**src/rtl/vfdif_pkg.sv**
```systemverilog
package vfdif_pkg;

    localparam int BYTE_W = 8;
    localparam int CNT_W  = $clog2(BYTE_W);

    typedef enum logic [1:0] {
        CLS_MODE = 2'b00,
        CLS_DATA = 2'b01,
        CLS_CTRL = 2'b10,
        CLS_ADDR = 2'b11
    } cmd_class_e;

    localparam logic [1:0] XFER_WRITE = 2'b00;
    localparam logic [1:0] XFER_KEYRD = 2'b10;

    localparam logic [2:0] MODE_RESET = 3'b100;

    typedef struct packed {
        logic [2:0] mode;
        logic [2:0] dim;
        logic       on;
        logic [1:0] xfer;
        logic       fixed;
        logic       test;
    } cfg_t;

    typedef struct packed {
        logic              sck_prev;
        logic [BYTE_W-1:0] shreg;
        logic [CNT_W-1:0]  cnt;
        logic              first;
        logic              bvalid;
        logic [BYTE_W-1:0] bdata;
        logic              bfirst;
    } rx_state_t;

endpackage

```
**src/rtl/vfdif_sync.sv**
```systemverilog
module vfdif_sync #(
    parameter int               WIDTH     = 3,
    parameter int               STAGES    = 2,
    parameter logic [WIDTH-1:0] RESET_VAL = '0
) (
    input  logic             clk_i,
    input  logic             rst_ni,
    input  logic [WIDTH-1:0] async_i,
    output logic [WIDTH-1:0] sync_o
);

    logic [WIDTH-1:0] stage_q [STAGES];
    logic [WIDTH-1:0] stage_d [STAGES];

    always_comb begin
        stage_d[0] = async_i;
        for (int s = 1; s < STAGES; s++) begin
            stage_d[s] = stage_q[s-1];
        end
    end

    generate
        for (genvar g = 0; g < STAGES; g++) begin : g_stage
            always_ff @(posedge clk_i or negedge rst_ni) begin
                if (!rst_ni) stage_q[g] <= RESET_VAL;
                else         stage_q[g] <= stage_d[g];
            end
        end
    endgenerate

    assign sync_o = stage_q[STAGES-1];

endmodule

```
**src/rtl/vfdif_rx.sv**
```systemverilog
module vfdif_rx
    import vfdif_pkg::*;
(
    input  logic              clk_i,
    input  logic              rst_ni,
    input  logic              stb_n_i,
    input  logic              sck_i,
    input  logic              sdi_i,
    output logic              sck_fall_o,
    output logic              byte_valid_o,
    output logic [BYTE_W-1:0] byte_o,
    output logic              byte_first_o
);

    rx_state_t q, d;
    logic      sck_rise;

    assign sck_rise   = sck_i & ~q.sck_prev & ~stb_n_i;
    assign sck_fall_o = ~sck_i & q.sck_prev & ~stb_n_i;

    always_comb begin
        d          = q;
        d.sck_prev = sck_i;
        d.bvalid   = 1'b0;
        if (stb_n_i) begin
            d.cnt   = '0;
            d.first = 1'b1;
            d.shreg = '0;
        end else if (sck_rise) begin
            d.shreg = {sdi_i, q.shreg[BYTE_W-1:1]};
            if (q.cnt == CNT_W'(BYTE_W-1)) begin
                d.bvalid = 1'b1;
                d.bdata  = {sdi_i, q.shreg[BYTE_W-1:1]};
                d.bfirst = q.first;
                d.first  = 1'b0;
                d.cnt    = '0;
            end else begin
                d.cnt = q.cnt + 1'b1;
            end
        end
    end

    always_ff @(posedge clk_i or negedge rst_ni) begin
        if (!rst_ni) begin
            q          <= '0;
            q.first    <= 1'b1;
        end else begin
            q <= d;
        end
    end

    assign byte_valid_o = q.bvalid;
    assign byte_o       = q.bdata;
    assign byte_first_o = q.bfirst;

    // a high strobe never lets a byte through
    assert_idle_no_byte_R10: assert property (@(posedge clk_i) disable iff (!rst_ni)
        stb_n_i |=> !q.bvalid);

    // after the strobe was high, the next byte is a command
    assert_first_after_strobe_R9: assert property (@(posedge clk_i) disable iff (!rst_ni)
        stb_n_i |=> q.first);

endmodule

```
**src/rtl/vfdif_decode.sv**
```systemverilog
module vfdif_decode
    import vfdif_pkg::*;
#(
    parameter int ADDR_W = 4
) (
    input  logic              clk_i,
    input  logic              rst_ni,
    input  logic              frame_active_i,
    input  logic              byte_valid_i,
    input  logic [BYTE_W-1:0] byte_i,
    input  logic              byte_first_i,
    output cfg_t              cfg_o,
    output logic              we_o,
    output logic [ADDR_W-1:0] waddr_o,
    output logic [BYTE_W-1:0] wdata_o,
    output logic              rd_frame_o
);

    localparam int FIELD_W = 6;

    typedef struct packed {
        cfg_t              cfg;
        logic [ADDR_W-1:0] addr;
        logic              addr_ok;
        logic              we;
        logic [ADDR_W-1:0] waddr;
        logic [BYTE_W-1:0] wdata;
        logic              rd_frame;
    } dec_state_t;

    dec_state_t q, d;
    logic [FIELD_W-1:0] addr_field;
    logic               data_accept;

    assign addr_field  = byte_i[FIELD_W-1:0];
    assign data_accept = (q.cfg.xfer == XFER_WRITE) && !q.rd_frame && q.addr_ok;

    always_comb begin
        d    = q;
        d.we = 1'b0;
        if (!frame_active_i) d.rd_frame = 1'b0;
        if (byte_valid_i) begin
            if (byte_first_i) begin
                unique case (cmd_class_e'(byte_i[7:6]))
                    CLS_MODE: d.cfg.mode = byte_i[2:0];
                    CLS_DATA: begin
                        d.cfg.xfer  = byte_i[1:0];
                        d.cfg.fixed = byte_i[2];
                        d.cfg.test  = byte_i[3];
                        d.rd_frame  = (byte_i[1:0] == XFER_KEYRD);
                    end
                    CLS_CTRL: begin
                        d.cfg.dim = byte_i[2:0];
                        d.cfg.on  = byte_i[3];
                    end
                    CLS_ADDR: begin
                        d.addr    = addr_field[ADDR_W-1:0];
                        d.addr_ok = ((addr_field >> ADDR_W) == '0);
                    end
                    default: ;
                endcase
            end else if (data_accept) begin
                d.we    = 1'b1;
                d.waddr = q.addr;
                d.wdata = byte_i;
                if (!q.cfg.fixed) begin
                    if (&q.addr) d.addr_ok = 1'b0;
                    else         d.addr    = q.addr + 1'b1;
                end
            end
        end
    end

    always_ff @(posedge clk_i or negedge rst_ni) begin
        if (!rst_ni) begin
            q          <= '0;
            q.cfg.mode <= MODE_RESET;
            q.addr_ok  <= 1'b1;
        end else begin
            q <= d;
        end
    end

    assign cfg_o      = q.cfg;
    assign we_o       = q.we;
    assign waddr_o    = q.waddr;
    assign wdata_o    = q.wdata;
    assign rd_frame_o = q.rd_frame;

    // a data byte at an invalid address produces no write
    assert_drop_invalid_R8: assert property (@(posedge clk_i) disable iff (!rst_ni)
        (byte_valid_i && !byte_first_i && !q.addr_ok) |=> !q.we);

    // fixed addressing keeps the address across data bytes
    assert_fixed_hold_R7: assert property (@(posedge clk_i) disable iff (!rst_ni)
        (byte_valid_i && !byte_first_i && q.cfg.fixed) |=> (q.addr == $past(q.addr)));

    // an accepted byte below the top address advances it by one
    assert_auto_inc_R6: assert property (@(posedge clk_i) disable iff (!rst_ni)
        (byte_valid_i && !byte_first_i && data_accept && !q.cfg.fixed && !(&q.addr))
        |=> (q.addr == ADDR_W'($past(q.addr) + 1'b1)));

    // no write while a key-read frame is open
    assert_no_write_in_read_R12: assert property (@(posedge clk_i) disable iff (!rst_ni)
        q.rd_frame |=> !q.we);

endmodule

```
**src/rtl/vfdif_keytx.sv**
```systemverilog
module vfdif_keytx #(
    parameter int KEY_BITS = 16
) (
    input  logic                clk_i,
    input  logic                rst_ni,
    input  logic                rd_en_i,
    input  logic                sck_fall_i,
    input  logic [KEY_BITS-1:0] key_bits_i,
    output logic                drive_low_o
);

    localparam int PTR_W = (KEY_BITS > 1) ? $clog2(KEY_BITS) : 1;

    typedef struct packed {
        logic [PTR_W-1:0] ptr;
        logic             drive_low;
    } tx_state_t;

    tx_state_t q, d;

    always_comb begin
        d = q;
        if (!rd_en_i) begin
            d.ptr       = '0;
            d.drive_low = 1'b0;
        end else if (sck_fall_i) begin
            d.drive_low = ~key_bits_i[q.ptr];
            d.ptr       = (q.ptr == PTR_W'(KEY_BITS-1)) ? '0 : q.ptr + 1'b1;
        end
    end

    always_ff @(posedge clk_i or negedge rst_ni) begin
        if (!rst_ni) q <= '0;
        else         q <= d;
    end

    assign drive_low_o = q.drive_low;

    // output is released whenever no read frame is open
    assert_release_R11: assert property (@(posedge clk_i) disable iff (!rst_ni)
        !rd_en_i |=> !q.drive_low);

    // the drive level changes only on a falling shift edge
    assert_hold_between_edges_R11: assert property (@(posedge clk_i) disable iff (!rst_ni)
        (rd_en_i && !sck_fall_i) |=> $stable(q.drive_low));

endmodule

```
**src/rtl/vfd_cmd_if.sv**
```systemverilog
module vfd_cmd_if
    import vfdif_pkg::*;
#(
    parameter int SYNC_STAGES = 2,
    parameter int ADDR_W      = 4,
    parameter int KEY_BITS    = 16
) (
    input  logic                clk_i,
    input  logic                rst_ni,
    input  logic                stb_n_i,
    input  logic                sck_i,
    input  logic                sdi_i,
    input  logic [KEY_BITS-1:0] key_bits_i,
    output logic                dout_low_o,
    output logic                ram_we_o,
    output logic [ADDR_W-1:0]   ram_addr_o,
    output logic [BYTE_W-1:0]   ram_wdata_o,
    output logic [2:0]          disp_mode_o,
    output logic [2:0]          dim_code_o,
    output logic                disp_on_o,
    output logic [1:0]          xfer_mode_o,
    output logic                addr_fixed_o,
    output logic                test_mode_o
);

    logic [2:0]        pins_sync;
    logic              stb_n_s, sck_s, sdi_s;
    logic              sck_fall;
    logic              byte_valid;
    logic [BYTE_W-1:0] byte_data;
    logic              byte_first;
    logic              rd_frame;
    cfg_t              cfg;

    vfdif_sync #(
        .WIDTH     (3),
        .STAGES    (SYNC_STAGES),
        .RESET_VAL (3'b100)
    ) i_sync (
        .clk_i   (clk_i),
        .rst_ni  (rst_ni),
        .async_i ({stb_n_i, sck_i, sdi_i}),
        .sync_o  (pins_sync)
    );

    assign {stb_n_s, sck_s, sdi_s} = pins_sync;

    vfdif_rx i_rx (
        .clk_i        (clk_i),
        .rst_ni       (rst_ni),
        .stb_n_i      (stb_n_s),
        .sck_i        (sck_s),
        .sdi_i        (sdi_s),
        .sck_fall_o   (sck_fall),
        .byte_valid_o (byte_valid),
        .byte_o       (byte_data),
        .byte_first_o (byte_first)
    );

    vfdif_decode #(
        .ADDR_W (ADDR_W)
    ) i_decode (
        .clk_i          (clk_i),
        .rst_ni         (rst_ni),
        .frame_active_i (~stb_n_s),
        .byte_valid_i   (byte_valid),
        .byte_i         (byte_data),
        .byte_first_i   (byte_first),
        .cfg_o          (cfg),
        .we_o           (ram_we_o),
        .waddr_o        (ram_addr_o),
        .wdata_o        (ram_wdata_o),
        .rd_frame_o     (rd_frame)
    );

    vfdif_keytx #(
        .KEY_BITS (KEY_BITS)
    ) i_keytx (
        .clk_i       (clk_i),
        .rst_ni      (rst_ni),
        .rd_en_i     (rd_frame),
        .sck_fall_i  (sck_fall),
        .key_bits_i  (key_bits_i),
        .drive_low_o (dout_low_o)
    );

    assign disp_mode_o  = cfg.mode;
    assign dim_code_o   = cfg.dim;
    assign disp_on_o    = cfg.on;
    assign xfer_mode_o  = cfg.xfer;
    assign addr_fixed_o = cfg.fixed;
    assign test_mode_o  = cfg.test;

    // configuration leaves its reset values only through a command byte
    assert_cfg_by_command_R1: assert property (@(posedge clk_i) disable iff (!rst_ni)
        !(byte_valid && byte_first) |=> $stable(cfg));

endmodule

```
**config.mk**
```make
export PLATFORM = sky130hd
export DESIGN_NAME = vfd_cmd_if
export DESIGN_NICKNAME = d
export VERILOG_FILES = /design/src/rtl/vfdif_pkg.sv /design/src/rtl/vfdif_sync.sv /design/src/rtl/vfdif_rx.sv /design/src/rtl/vfdif_decode.sv /design/src/rtl/vfdif_keytx.sv /design/src/rtl/vfd_cmd_if.sv
export SDC_FILE = /design/constraint.sdc
export NUM_CORES = 1
export LEC_CHECK = 0
export ABC_AREA = 1
export CAP_MARGIN = 10
export CORE_ASPECT_RATIO = 1.25
export CORE_MARGIN = 5
export CORE_UTILIZATION = 30
export CTS_CLUSTER_DIAMETER = 120
export DETAILED_ROUTE_END_ITERATION = 10
export PLACE_DENSITY_LB_ADDON = 0.12
export SETUP_SLACK_MARGIN = 0.2
export SYNTH_ARGS = -nofsm -noshare
export SYNTH_HDL_FRONTEND = slang
export SYNTH_SLANG_ARGS = --single-unit
```
**constraint.sdc**
```tcl
create_clock -name clk_i -period 1.4 [get_ports clk_i]
set_input_delay 0.28 -clock clk_i [delete_from_list [all_inputs] [get_ports clk_i]]
set_output_delay 0.28 -clock clk_i [all_outputs]
set_load 0.01 [all_outputs]
```
* Word-level counts from Yosys, hierarchy flattened
Cells that the tools add are included.
** Storage, ports and cells
- Bits of input ports :: 21
- Logic and storage cells :: 86
- Register bits after elaboration :: 64
- Output and inout port bits :: 25
** Cells by class
- Reductions and logical operators :: 19
- Magnitude comparators :: 1
- Muxes and demuxes :: 21
- Bitwise operators :: 9
- Equality and inequality tests :: 10
- Add/subtract/negate cells :: 3
** Operator list (count)
- $mux 5 :: 5
- $mux 22 :: 1
- $mux 18 :: 1
- $reduce_and 3->1 :: 5
- $mux 14 :: 1
- $mux 13 :: 1
- $mux 12 :: 1
- $mux 11 :: 1
- $mux 10 :: 1
- $reduce_and 5->1 :: 2
- $add 4x1->4 const B :: 2
- $mux 4 :: 2
- $reduce_bool 2->1 :: 4
- $eq 2x2->1 const B :: 3
- $logic_not 6->1 :: 1
- $lt 4x5->1 const B :: 1
- $mux 1 :: 5
- $not 1->1 :: 5
- $and 1x1->1 :: 4
- $bmux 1 s4 :: 1
- $eq 4x4->1 const B :: 1
- $logic_not 2->1 :: 2
- $ne 2x1->1 const B :: 2
- $ne 2x2->1 const B :: 2
- 8 further kinds :: 9

* Logic depth before layout (Yosys ltp)
Gate-level depths: netlist of run 1.
- Depth in word-level cells :: 6
- Depth in mapped cells :: 8
- Gate-level depth less buffers :: 8

* By module
Synthesis of run 1 repeated with hierarchy kept, for this count alone.
** Second synthesis, totals
- Cells, all modules :: 360
- Area, all modules :: 3046.7 µm²
** Modules (own cells, without submodules)
- vfdif_decode :: sequential area each 753.2 µm², instances 1, cells each 177, area each 1486.4 µm²
- vfdif_rx :: sequential area each 551.8 µm², instances 1, cells each 103, area each 958.4 µm²
- vfdif_keytx :: sequential area each 125.1 µm², instances 1, cells each 73, area each 445.4 µm²
- vfdif_sync :: sequential area each 152.6 µm², instances 1, cells each 6, area each 152.6 µm²
- vfd_cmd_if :: sequential area each 0.0 µm², instances 1, cells each 1, area each 3.8 µm²

* Worst setup path after synthesis of run 1
OpenSTA, ideal clock, no wires.
- Path kind :: reg-to-reg
- Start point :: register i_decode.cfg_o[3] (netlist name)
- End point :: register i_decode.q, in the netlist i_decode.wdata_o[6]
- Cell stages (with the launch flop) :: 8
- Library setup time :: 0.120 ns
- Data arrival time :: 1.121 ns
- Period minus slack after synthesis :: 1.241 ns
- Setup slack :: 0.159 ns
- Data required time :: 1.280 ns
- Path buffers :: 1
- Cell sequence :: dfrtp_1 -> nor2_1 -> nand4_4 -> nor2_4 -> inv_2 -> buf_6 -> nand2_1 -> o21ai_2
** Between the ends
- Word-level cells in the longest chain between the ends :: 4
** Ends and longest elaborated chain
- $logic_not 2->1 :: RTL line vfdif_decode.sv:36 : assign data_accept = (q.cfg.xfer == XFER_WRITE) && !q.rd_frame && q.addr_ok;
- $logic_and 1x1->1 (2 in a row) :: RTL line vfdif_decode.sv:36
- $reduce_and 3->1 (no line)
- end: declaration :: RTL line vfdif_decode.sv:31 : dec_state_t q, d;
Every way passes these cells.
A chain may end at the register's enable or synchronous reset.

* Worst setup path after layout of run 1
- Start point :: register i_decode.cfg_o[10] (netlist name)
- End point :: output port disp_mode_o[2]
** RTL lines
- end: declaration :: RTL line vfd_cmd_if.sv:18 : output logic [2:0] disp_mode_o,
No word-level cell between the ends.

==> flow_summary.ini, run 1 <==
[outcome]
status = complete, no violations

[placed_design]
place.gp.congestion = 0.7321
place_ws_ns = 0.07211
placedInstanceArea_mm2 = 0.003398
dpl.hpwl_um = 4251
port_buffers = 45

[routing]
drt_wl_total_um = 6122
drcViolationCount = 0
drtPass1Iterations = 4
wire_per_inst_um = 12.20
via_count = 2133
vias_per_cell = 4.249
drtIter0Drc = 64
antenna_left = 0

[yosys]
yosysSeqAreaShare_pct = 54.79
ys_warn_count = 0
synth_ff_type = dfrtp_1
synthTopCellsByCount = nand2_1, dfrtp_1, inv_1
yosysTopAreaCell = dfrtp_1
syn-cell-area_mm2 = 0.002889
synth_cell_type_count = 28
synth_fp_nets = 340
synth_top_cell_area_share_pct = 50.24
synth_area_leaders = dfrtp_1, nand2_1, inv_1, buf_4, dfstp_2
ys_ff_latch = 63
synth_edf_count = 0
avgSynthCellArea_um2 = 9.171
syn_inst = 315
synthArstFlopShare_pct = 100.0
synth_most_common_cell = nand2_1

[power_and_ir_drop]
p_clk_share_pct = 55.8
ir_drop_mv = 0.5835
powerDensity_mw_per_mm2 = 1169
leakagePower_nw = 1.903
p_sw_mw = 0.8877
p_total_mw = 4.600
internal_power_mw = 3.712
p_seq_share_pct = 40.2
pwr-share-comb_pct = 3.9
switching_share_pct = 19.30

[critical_path]
cpLargestDelayFamily = flip-flops
path_cells = buf_6
rr_endpoint = i_rx.q[21]
critical_path_class = reg -> out
arrival_ns = 0.96
path_max_fanout = 2
endpoint_kind = output pin
cp_slowest_cell = dfstp_2
ff2ff_path_depth = 7
cp.required_ns = 1.12
rr_startpoint = i_rx.q[22]
crit_path_max_incr_delay_ns = 0.54
ff2ff_setup_slack_ns = 0.17
critPathLaunchType = register
timing.critical_path.buf_inv = 1

[sta]
rsz0062_at_grt = yes
tns_ns = 0
fin_skew_ns = 0.005768
hold_slack_ns = 0.3467
fin_crit_sh_pct = 88.51
fin_crit_ns = 1.239
slew_headroom_pct = 76.84
fin_ws_ns = 0.1608
worst_pin_slew_ns = 0.3474
hold_viol = 0
setup_violations = 0
fmax_mhz = 807.0
drv_slew = 0

[clock_network]
clock_sinks = 63
clockBufferDepth = 2
cts_tree = built
path_clk_slew_ns = 0.05
cts-root-buf = clkbuf_16
clk_latency_ns = 0.33
cts_max_level = 3
cts_buffers = 9

[global_routing]
antenna_found_initial = 0
grt_util_met3_pct = 3.547
grt_pass1_vias = 2096
grt-ovfl-total = 0
gr-max-usage-layer = met2
grt_use_total_pct = 10.91
grt_pass1_wl_um = 10080
grt_max_degree = 64
use_met2_pct = 17.15
grt_util_met1_pct = 13.53

[die]
fp.dieW_um = 97.77
pin_count = 46
initial_core_util_pct = 30.38
fp-row-count = 40
core_region_area_mm2 = 0.009509
die_area_mm2 = 0.01170
die_height_um = 119.7

[hold_path]
min_from = i_sync.stage_d[1]
worstHoldEndpoint = i_sync.sync_o[1]
whs_path_depth = 0
hold_path_class = reg -> reg

[run]
drv_cap = 0

[layout]
layout.nets = 396
antenna_cells = 0
fin_area_mm2 = 0.003934
drive_gt1_share_pct = 31.65
syn2layout_area_growth_pct = 36.16
[per-stage QoR]
step	util [%]	instances
6_report	41.37	502
3_3_place_gp	35.74	470
4_1_cts	40.03	496
5_1_grt	41.37	502
2_1_floorplan	-	315
3_5_place_dp	35.74	470
[sequential cells by signal, indices dropped and copies added, names as in the netlist]
name                 count
i_rx.q                  12
i_decode.cfg_o          11
i_decode.we_o            1
i_decode.q               5
i_decode.waddr_o         4
i_keytx.q                4
i_keytx.drive_low_o      1
i_decode.rd_frame_o      1
i_sync.stage_d           3
i_sync.sync_o            3
i_decode.wdata_o         8
i_rx.byte_first_o        1
i_rx.byte_valid_o        1
i_rx.byte_o              8
[logic make-up (layout without fill, tap and decap cells)]
| family | Yosys count | count (layout) | share of synthesized area [%] |
|---|---|---|---|
| AND/OR/NAND/NOR | 123 | 123 | 18.88 |
| flip-flops | 63 | 63 | 54.79 |
| XOR/XNOR | 3 | 3 | 0.9097 |
| AO/OA/AOI/OAI | 52 | 52 | 10.74 |
| adder cells (fa/ha/maj) | 4 | 4 | 1.732 |
| buffers and inverters | 70 | 131 | 12.95 |
[area by class of cell]
| class | count | area [µm²] |
|---|---|---|
| fillers | 988 | 5575 |
| clock buffers | 10 | 239.0 |
| well taps | 126 | 157.7 |
| flip-flops and latches | 63 | 1587 |
| inverters | 45 | 185.2 |
| repair buffers | 70 | 573.1 |
| multi-input cells | 182 | 1085 |
| clock inverters | 6 | 107.6 |
[timing repair]
item | CTS | global route
resized for setup | 122 | 24
endpoints found under the setup margin | 70 | 51
pin swaps | 4 | 12
hold buffers | 1 | 0
buffers inserted | 9 | 6
hold endpoints to repair | 58 | 0
[power groups by stage]
stage | Clock (mW) | Combinational [mW] | Sequential (mW)
3_3_place_gp | 0 | 0.147 | 1.88
5_1_grt | 2.71 | 0.200 | 1.85
3_5_place_dp | 0 | 0.148 | 1.88
6_report | 2.57 | 0.181 | 1.85
2_1_floorplan | 0 | 0.0378 | 1.88
4_1_cts | 2.63 | 0.175 | 1.85
[cell usage in the layout, fill, tap and decap left out, drive strengths merged]
| master | instances |
|---|---|
| nor3 | 1 |
| dfrtp | 58 |
| ha | 4 |
| xnor2 | 1 |
| xor2 | 2 |
| clkinv | 2 |
| o22ai | 9 |
| clkinvlp | 2 |
| nand3 | 23 |
| dfstp | 5 |
| clkbuf | 11 |
| buf | 49 |
| a21oi | 6 |
| o32ai | 1 |
| nand3b | 2 |
| nor2 | 9 |
| nand4 | 2 |
| o31ai | 2 |
| o21ai | 34 |
| nand2 | 86 |
| inv | 44 |
| bufinv | 3 |
| clkdlybuf4s50 | 19 |
| dlygate4sd3 | 1 |
[worst max path at each step]
stage | from | endpoint | slack [ns] | depth (start not counted)
3_5_place_dp | key_bits_i[6] | i_keytx.drive_low_o | 0.07 | 8
4_1_cts | i_decode.cfg_o[10] | disp_mode_o[2] | 0.13 | 1
6_report | i_decode.cfg_o[10] | disp_mode_o[2] | 0.16 | 1
3_3_place_gp | i_decode.cfg_o[10] | disp_mode_o[2] | 0.09 | 1
2_1_floorplan | i_rx.byte_first_o | i_decode.wdata_o[6] | 0.17 | 8
5_1_grt | i_decode.q[16] | i_decode.q[18] | 0.08 | 7
[per-layer routing]
metal,vias to the layer above,wire [µm]
li1,1104,-
met1,992,2808
met2,32,3012
met3,5,221
met4,0,79
met5,-,0
(Power assumes the default switching activity.)
==> inputs of run 2 (changes only) <==
--- a/config.mk
+++ b/config.mk
@@ -8,8 +8,7 @@
 export ABC_AREA = 1
 export CAP_MARGIN = 10
 export CORE_ASPECT_RATIO = 1.25
-export CORE_MARGIN = 5
-export CORE_UTILIZATION = 30
+export CORE_UTILIZATION = 53
 export CTS_CLUSTER_DIAMETER = 120
 export DETAILED_ROUTE_END_ITERATION = 10
 export PLACE_DENSITY_LB_ADDON = 0.12
==> run 2 against run 1 <==
Routed wire length rose by 6.3%. Die area shrank 51%. Total power fell by 18%. Sequential share of layout area decreased by 1.2 points. First-iteration DRC count rose by 95%. Largest cell class unchanged. Final cell count is 9.6% lower. Critical path depth up 8. Core utilization increased by 37 points. Combinational power barely moved. Via count is 6.8% higher. Worst hold slack lost 0.0035 ns. Sequential cell count stayed put.
==> flow_summary.ini, run 2 (synthesis gave the netlist of run 1 again) <==
[outcome]
status = complete, no violations

[sta]
setup_violations = 0
fin_crit_sh_pct = 97.95
slew_headroom_pct = 76.74
drv_slew = 0
hold_slack_ns = 0.3432
fmax_mhz = 729.3
fin_skew_ns = 0.005733
worst_pin_slew_ns = 0.3488
rsz0062_at_grt = yes
hold_viol = 0
fin_crit_ns = 1.371
tns_ns = 0

[global_routing]
grt_pass1_wl_um = 9991
grt_max_degree = 64
antenna_found_initial = 0
grt_pass1_vias = 2225
grt-ovfl-total = 0
grt_use_total_pct = 24.13

[die]
pin_count = 46
fp.dieW_um = 68.04
core_region_area_mm2 = 0.005152
fp-row-count = 29
initial_core_util_pct = 56.07
die_area_mm2 = 0.005752
die_height_um = 84.55

[critical_path]
timing.critical_path.buf_inv = 3
cpLargestDelayFamily = simple AND/OR/NAND/NOR gates
critPathLaunchType = register
arrival_ns = 1.65
cp_slowest_cell = dfrtp_1
crit_top_cell = buf_6
ff2ff_path_depth = 9
critical_path_class = reg -> reg
path_cells = buf_6 > nor2_4 > nand4_4 > buf_6 > nand2_4 > buf_6 > nand3_2 > nand2_1 > o21ai_2
crit_path_max_incr_delay_ns = 0.39
path_max_fanout = 3
worst-path-stages = 9
cp.required_ns = 1.68
endpoint_kind = register

[layout]
final_cell_mix = nand2_1, dfrtp_1, inv_1
antenna_cells = 0
largest_reg_flops = 12
layout.nets = 412
fillers = 346
drive_gt1_share_pct = 41.07
syn2layout_area_growth_pct = 40.32
regMostFlops = i_rx.q
layout_commonest_cell = nand2_1

[routing]
drcViolationCount = 0
antenna_left = 0
vias_per_cell = 5.015
wire_per_inst_um = 14.34
drtPass1Iterations = 4
drt_wl_total_um = 6509
drtIter0Drc = 125
via_count = 2277

[clock_network]
clockBufferDepth = 2
clock_sinks = 63
cts-root-buf = clkbuf_8
clk_latency_ns = 0.34
path_clk_slew_ns = 0.07
cts_max_level = 3
cts_buffers = 9
cts_tree = built

[power_and_ir_drop]
ir_drop_mv = 0.7733
leakagePower_nw = 1.976
powerDensity_mw_per_mm2 = 926.7

[placed_design]
dpl.hpwl_um = 3550
port_buffers = 45
place.gp.congestion = 0.8527

[run]
drv_cap = 0

[hold_path]
whs_path_depth = 1
hold_path_class = in -> reg
## run 2: final timing paths
path | from | to | slack, ns
hold reg to reg | i_sync.stage_d[1] | i_sync.sync_o[1] | 0.35
hold / removal | stb_n_i | i_sync.stage_d[2] | 0.34
max in group asynchronous | rst_ni | i_decode.q[14] | 0.63
min in group asynchronous | rst_ni | i_sync.stage_d[1] | 0.47
setup / recovery | i_decode.cfg_o[3] | i_decode.q[14] | 0.03
setup reg to reg | i_decode.cfg_o[3] | i_decode.q[14] | 0.03
## run 2: final cells by class
class,count,area [µm²],area share [%]
well taps,62,77.57,1.914
clock buffers,9,123.9,3.056
repair inverters,3,36.28,0.8951
flip-flops and latches,63,1587,39.14
repair buffers,83,720.7,17.78
clock inverters,7,97.59,2.407
multi-input cells,182,1221,30.12
inverters,45,190.2,4.691
## run 2: repair_timing
item / in CTS / in global routing
pin swaps: 14 / 8
endpoints found under the setup margin: 65 / 56
gates cloned: 3 / 1
hold endpoints to repair: 58 / 0
resized for setup: 158 / 48
buffers inserted: 17 / 10
hold buffers: 1 / 0
## run 2: layer usage
layer	track usage (%)	share of wire (%)	vias to the layer above
met2	37.88	52	44
met4	11.17	3.0	0
met3	7.201	3.6	17
li1	-	-	1135
met1	29.94	41	1081
met5	0	0	-
## run 2: through the flow
step / total power [mW] / util (%) / worst slack [ns] / std cells / cell area, µm²
floorplan: 1.916 / - / 0.1671 / 315 / 2903
finish: 3.757 / 78.68 / 0.02876 / 454 / 4054
global route: 3.889 / 78.68 / -0.03201 / 454 / 4054
detailed placement: 2.022 / 64.40 / 0.08764 / 406 / 3318
CTS: 3.770 / 73.82 / 0.1002 / 443 / 3804
global placement: 2.021 / 64.40 / 0.09203 / 406 / 3318
## run 2: power by group
| group | internal (mW) | switching (mW) | leakage [nW] |
|---|---|---|---|
| combinational | 0.0927 | 0.0867 | 1.03 |
| clock | 1.00 | 0.728 | 0.105 |
| sequential | 1.84 | 0.00851 | 0.845 |
## run 2: worst reg2reg max path, delay by kind of cell, from the launching register on
kind                   cells  cell delay (ns)
AOI/OAI and AO/OA          1             0.07
and+or+nand+nor            5             0.47
DFF                        1             0.39
buffers and inverters      3             0.38
